===== config.mk =====
export PLATFORM = sky130hd
export DESIGN_NAME = cfg_guard_bank
export DESIGN_NICKNAME = d
export VERILOG_FILES = /design/src/rtl/cfg_guard_pkg.sv /design/src/rtl/cfg_window_fsm.sv /design/src/rtl/cfg_mode_latch.sv /design/src/rtl/cfg_reg_slot.sv /design/src/rtl/cfg_guard_bank.sv
export SDC_FILE = /design/constraint.sdc
export NUM_CORES = 1
export LEC_CHECK = 0
export ABC_CLOCK_PERIOD_IN_PS = 1230
export BUFFER_PORTS_ARGS = -buffer_cell sky130_fd_sc_hd__buf_2
export CAP_MARGIN = 20
export CORE_MARGIN = 2
export CORE_UTILIZATION = 35
export CTS_BUF_LIST = sky130_fd_sc_hd__clkbuf_16
export DETAILED_ROUTE_END_ITERATION = 7
export PLACE_DENSITY = 0.65
export REMOVE_ABC_BUFFERS = 1
export SLEW_MARGIN = 20
export SYNTH_ARGS = -nofsm -noshare
export SYNTH_HDL_FRONTEND = slang
export SYNTH_SLANG_ARGS = --single-unit

===== constraint.sdc =====
create_clock -name clk_i -period 1.23 [get_ports clk_i]
set_input_delay 0.0615 -clock clk_i [delete_from_list [all_inputs] [get_ports clk_i]]
set_output_delay 0.0615 -clock clk_i [all_outputs]
set_load 0.01 [all_outputs]

===== src/rtl/cfg_guard_pkg.sv =====
package cfg_guard_pkg;

    typedef enum logic {
        ST_OPEN   = 1'b0,
        ST_CLOSED = 1'b1
    } win_state_e;

endpackage


===== src/rtl/cfg_window_fsm.sv =====
module cfg_window_fsm
    import cfg_guard_pkg::*;
#(
    parameter int WINDOW = 64
) (
    input  logic clk_i,
    input  logic rst_i,
    output logic open_o
);
    localparam int CW = $clog2(WINDOW + 1);

    win_state_e    state_q, state_d;
    logic [CW-1:0] cnt_q, cnt_d;

    // state register
    always_ff @(posedge clk_i) begin
        if (rst_i) begin
            state_q <= ST_OPEN;
            cnt_q   <= '0;
        end else begin
            state_q <= state_d;
            cnt_q   <= cnt_d;
        end
    end

    // transitions: open_count, window_expire, closed_hold
    always_comb begin
        state_d = state_q;
        cnt_d   = cnt_q;
        unique case (state_q)
            ST_OPEN: begin
                cnt_d = cnt_q + 1'b1;
                if (cnt_q == CW'(WINDOW - 1)) state_d = ST_CLOSED;
            end
            ST_CLOSED: begin
                cnt_d = cnt_q;
            end
        endcase
    end

    // outputs
    always_comb begin
        open_o = (state_q == ST_OPEN);
    end

    a_r9_closed_stays: assert property (@(posedge clk_i) disable iff (rst_i)
        (state_q == ST_CLOSED) |=> (state_q == ST_CLOSED));

    a_r9_count_saturates: assert property (@(posedge clk_i) disable iff (rst_i)
        (state_q == ST_CLOSED) |-> (cnt_q == CW'(WINDOW)));

    a_r3_open_counts: assert property (@(posedge clk_i) disable iff (rst_i)
        (state_q == ST_OPEN) |=> (cnt_q == CW'($past(cnt_q) + 1'b1)));

endmodule


===== src/rtl/cfg_mode_latch.sv =====
module cfg_mode_latch (
    input  logic clk_i,
    input  logic rst_i,
    input  logic strap_spec_i,
    input  logic strap_alt_i,
    output logic special_o,
    output logic alt_mode_o
);
    always_ff @(posedge clk_i) begin
        if (rst_i) begin
            special_o  <= strap_spec_i;
            alt_mode_o <= strap_alt_i;
        end
    end

    a_r2_mode_frozen: assert property (@(posedge clk_i) disable iff (rst_i)
        $past(!rst_i) |-> ($stable(special_o) && $stable(alt_mode_o)));

endmodule


===== src/rtl/cfg_reg_slot.sv =====
module cfg_reg_slot #(
    parameter int            DW        = 8,
    parameter logic [DW-1:0] RST_VAL   = '0,
    parameter logic [DW-1:0] WIN_MASK  = '0,
    parameter logic [DW-1:0] ONCE_MASK = '0,
    parameter logic [DW-1:0] CLR_MASK  = '0
) (
    input  logic          clk_i,
    input  logic          rst_i,
    input  logic          we_i,
    input  logic [DW-1:0] wdata_i,
    input  logic          open_i,
    input  logic          special_i,
    output logic [DW-1:0] q_o
);
    localparam logic [DW-1:0] FREE_MASK = ~(WIN_MASK | ONCE_MASK | CLR_MASK);

    logic          win_done_q, once_done_q, clr_done_q;
    logic          win_ok, clr_ok, once_ok;
    logic [DW-1:0] nxt;

    always_comb begin
        win_ok  = special_i | (open_i & ~win_done_q);
        clr_ok  = special_i | (open_i & ~clr_done_q);
        once_ok = ~once_done_q;
        nxt = (wdata_i & FREE_MASK)
            | ((win_ok  ? wdata_i : q_o) & WIN_MASK)
            | ((once_ok ? wdata_i : q_o) & ONCE_MASK)
            | ((clr_ok  ? wdata_i : (q_o | wdata_i)) & CLR_MASK);
    end

    always_ff @(posedge clk_i) begin
        if (rst_i) begin
            q_o         <= RST_VAL;
            win_done_q  <= 1'b0;
            once_done_q <= 1'b0;
            clr_done_q  <= 1'b0;
        end else if (we_i) begin
            q_o         <= nxt;
            once_done_q <= 1'b1;
            if (win_ok) win_done_q <= 1'b1;
            if (clr_ok) clr_done_q <= 1'b1;
        end
    end

    a_r4_window_bits_locked: assert property (@(posedge clk_i) disable iff (rst_i)
        (!special_i && (!open_i || win_done_q)) |=> ((q_o & WIN_MASK) == ($past(q_o) & WIN_MASK)));

    a_r5_once_bits_locked: assert property (@(posedge clk_i) disable iff (rst_i)
        once_done_q |=> ((q_o & ONCE_MASK) == ($past(q_o) & ONCE_MASK)));

    a_r7_no_late_clear: assert property (@(posedge clk_i) disable iff (rst_i)
        (!special_i && (!open_i || clr_done_q)) |=> (((q_o & $past(q_o)) & CLR_MASK) == ($past(q_o) & CLR_MASK)));

    a_r8_quiet_hold: assert property (@(posedge clk_i) disable iff (rst_i)
        !we_i |=> $stable(q_o));

endmodule


===== src/rtl/cfg_guard_bank.sv =====
module cfg_guard_bank #(
    parameter int                   NREG      = 4,
    parameter int                   DW        = 8,
    parameter int                   WINDOW    = 64,
    parameter int                   AW        = (NREG > 1) ? $clog2(NREG) : 1,
    parameter logic [NREG*DW-1:0]   P_RST     = {8'h00, 8'h1F, 8'h00, 8'h00},
    parameter logic [NREG*DW-1:0]   P_WIN     = {8'h00, 8'h00, 8'h00, 8'h37},
    parameter logic [NREG*DW-1:0]   P_ONCE    = {8'h3C, 8'h00, 8'hFF, 8'h00},
    parameter logic [NREG*DW-1:0]   P_CLR     = {8'h00, 8'h1F, 8'h00, 8'h00}
) (
    input  logic          clk_i,
    input  logic          rst_i,
    input  logic          strap_spec_i,
    input  logic          strap_alt_i,
    input  logic          wr_en_i,
    input  logic [AW-1:0] addr_i,
    input  logic [DW-1:0] wdata_i,
    output logic [DW-1:0] rdata_o,
    output logic          special_o,
    output logic          alt_mode_o
);
    logic          open_w;
    logic [DW-1:0] regs [NREG];

    cfg_window_fsm #(.WINDOW(WINDOW)) i_fsm (
        .clk_i  (clk_i),
        .rst_i  (rst_i),
        .open_o (open_w)
    );

    cfg_mode_latch i_mode (
        .clk_i        (clk_i),
        .rst_i        (rst_i),
        .strap_spec_i (strap_spec_i),
        .strap_alt_i  (strap_alt_i),
        .special_o    (special_o),
        .alt_mode_o   (alt_mode_o)
    );

    for (genvar r = 0; r < NREG; r++) begin : g_slot
        cfg_reg_slot #(
            .DW        (DW),
            .RST_VAL   (P_RST[r*DW +: DW]),
            .WIN_MASK  (P_WIN[r*DW +: DW]),
            .ONCE_MASK (P_ONCE[r*DW +: DW]),
            .CLR_MASK  (P_CLR[r*DW +: DW])
        ) i_slot (
            .clk_i     (clk_i),
            .rst_i     (rst_i),
            .we_i      (wr_en_i && (addr_i == AW'(r))),
            .wdata_i   (wdata_i),
            .open_i    (open_w),
            .special_i (special_o),
            .q_o       (regs[r])
        );
    end

    always_comb begin
        rdata_o = regs[addr_i];
    end

endmodule


==> impl_metrics.csv <==
group,metric,value,unit
setup_path,cp.required,1.17,ns
run,max-cap-violations,0,
setup_path,timing.critical_path.arrival,1.22,ns
sta,final.setup.tns,-0.282,ns
synthesis,avgSynthCellArea,11.3,um^2
status,outcome,"complete, but fails checks",
power_and_ir_drop,power.density,1370,nW/um^2
floorplan,num_io_pins,25,
detailed_routing,avgViaCountPerCell,4.83,
detailed_routing,initialDrtViolationCount,49,
synthesis,yosysUniqueCellTypes,36,
detailed_routing,wl,3.97,mm
global_routing,groute.usage.overall,0.138,
global_routing,grt_max_degree,42,
synthesis,synth-seq-area-share,0.482,
placement,place.detailed.instances,275,
sta,finalCriticalPeriod,1.29,ns
detailed_routing,vias,1377,
floorplan,die_width,78.7,um
clocking,cts_tree,"yes",
clocking,clock_tree.buffer_depth,2,
setup_path,timing.critical_path.fanout_max,2,
layout,layout.nets,228,
synthesis,synth.cell_area,1950,um^2
clocking,cts-htree-levels,2,
sta,timing.final.crit_share,1.05,
detailed_routing,post-route-drc-count,0,
sta,achievable_freq,778,MHz
sta,timing.final.setup_violations,8,
setup_path,startpoint_class_of_the_critical_path,"flip-flop",
setup_path,r2r_end,"i_fsm.cnt_q[5]",
power_and_ir_drop,p_leak,0.999,nW
clocking,skew_pair_late_insertion_delay,0.28,ns
power_and_ir_drop,ir_drop,587,uV
setup_path,critical_path_class,"flip-flop to primary output",
sta,setup_repair_after_global_routing_missed_its_margin,"yes",
clocking,root_buffer,"clkbuf_16",
clocking,tritoncts.num_buffers,5,
synthesis,netlist_top_cells_area,"dfxtp_1 45%, mux2i_1 13%, mux4_2 8.1%, nor2_1 5.4%, nand2b_1 3.2%",
sta,final-max-slew-violation-count,0,
setup_path,reg2reg_setup_slack,0.04,ns
detailed_routing,routed_wire_length_per_instance,13.9,um
setup_path,regToRegStartpoint,"i_fsm.cnt_q[0]",
synthesis,synth_edf_count,2,
placement,place_ws,-0.0185,ns
detailed_routing,ant_nets,0,
floorplan,chipHeight,78.7,um
global_routing,initial_antenna_violation_count,0,
layout,final_util,0.460,
global_routing,grt_first_pass_wirelength,6.55,mm
status,failed_checks,"setup timing",
setup_path,cp-end-kind,"primary output",
sta,worst_max_slew_margin_expressed_relative_to_the_limit,0.791,
layout,final_cell_count_no_fill,285,
floorplan,initial_utilization,0.359,
sta,timing.final.ws_setup,-0.0557,ns
sta,clock_skew,0.00504,ns
synthesis,syn-instance-count,172,
placement,buffer_ports.inserted,24,
clocking,cts.reportedPaths.clkPinSlew,0.06,ns
placement,place_congestion,0.719,
floorplan,placeableCoreArea,5440,um^2
floorplan,dieArea,6190,um^2
sta,tightest_pin_transition,0.314,ns
placement,hpwl_after_dpl,2.70,mm
sta,report.final.hold_viol_count,0,
synthesis,synth_top_area_frac,0.451,
synthesis,ys.warnings.count,0,
global_routing,vias_in_the_first_global_route,1350,
layout,areaGrowthSynthToFinish,28.1,%
synthesis,ys_dominant_reg_cell,"dfxtp_1",
hold_path,worstHoldPathType,"primary input to flip-flop",
setup_path,worst_r2r_path_depth,4,
synthesis,async_s_r_ff_share_synth,0,
floorplan,count_of_standard_cell_rows,27,
synthesis,synth_top_area_cell,"dfxtp_1",
synthesis,yosys_register_bits,46,
layout,layout-drive-gt1-share,0.357,
layout,insertedDiodeCount,0,
global_routing,overflow,0,
setup_path,timing.critical_path.to,"rdata_o[2]",
clocking,cts.sinks,46,
power_and_ir_drop,p_total,3.42,mW
detailed_routing,drtPass1Iterations,4,
final cells by class:
cell class / count / area, um^2
clock buffers: 5 / 125
clock inverters: 3 / 37.5
fillers: 506 / 2940
inverters: 4 / 15.0
multi-input cells: 111 / 947
flip-flops and latches: 46 / 953
well taps: 72 / 90.1
repair buffers: 44 / 332
synthesized netlist by cell type, drive strengths merged (4+ instances only):
cell / instances
mux2i: 25
nor2: 28
inv: 4
clkbuf: 5
dfxtp: 44
nand2b: 10
a221o: 5
buf: 6
mux4: 8
a21oi: 4
o21ai: 4
kinds of logic after synthesis:
| group | synth area share |
|---|---|
| AND/OR/NAND/NOR | 0.158 |
| flip-flops | 0.482 |
| AO/OA/AOI/OAI | 0.0641 |
| buffers and inverters | 0.0436 |
| XOR/XNOR | 0.0180 |
| multiplexers | 0.228 |
| adder cells (fa/ha/maj) | 0.00641 |
how the worst min path moves through the flow:
stage / end / startpoint / cells past startpoint
detailed placement: i_mode.special_o / strap_spec_i / 1
global placement: i_mode.special_o / strap_spec_i / 1
CTS: g_slot[2].i_slot.q_o[2] / wdata_i[2] / 2
finish: g_slot[2].i_slot.q_o[4] / wdata_i[4] / 2
floorplan: g_slot[2].i_slot.clr_done_q / rst_i / 1
global route: g_slot[2].i_slot.q_o[5] / wdata_i[5] / 3
critical path, cell delays in order, from the launching register on:
cell and delay [ns]:
dfxtp_2 0.32, mux4_2 0.49, buf_6 0.14
metal layers:
layer	vias to the layer above	part of all wire	track usage
li1	688	-	-
met1	666	0.48	0.178
met2	21	0.47	0.215
met3	2	0.038	0.0356
met4	0	0.010	0.0632
met5	-	0	0
cells in the final DEF, fill, tap and decap left out, drive strengths merged, types with 3 or more instances in the layout:
master and n:
buf 42, nand3 3, a221o 5, mux2i 25, nand2b 10, mux4 8, o21ai 4, dfxtp 44
inv 6, nand3b 3, nor2 28, clkbuf 5, a21oi 4
stage by stage:
| stage | cell area (um^2) | hold slack (ns) |
|---|---|---|
| final | 2500 | 0.0485 |
| after global routing | 2500 | 0.0643 |
| after CTS | 2440 | 0.0393 |
| after detailed placement | 2240 | 0.243 |
| after global placement | 2240 | 0.242 |
| after floorplan | 1880 | 0.131 |
power breakdown:
group	switching [mW]	internal, mW	leakage, nW
Sequential	0.0346	1.56	0.380
Clock	0.523	0.943	0.0864
Combinational	0.165	0.193	0.532
Total	0.722	2.70	0.999
timing repair:
action                                  in CTS  in global routing
resized for setup                            8                 15
endpoints found under the setup margin       9                 10
pin swaps                                    0                  1
endpoints found under the hold margin        2                  0
hold buffers                                 2                  0
buffers inserted                             0                  0
gates cloned                                 0                  0
Power figures use the tool's default switching activity.
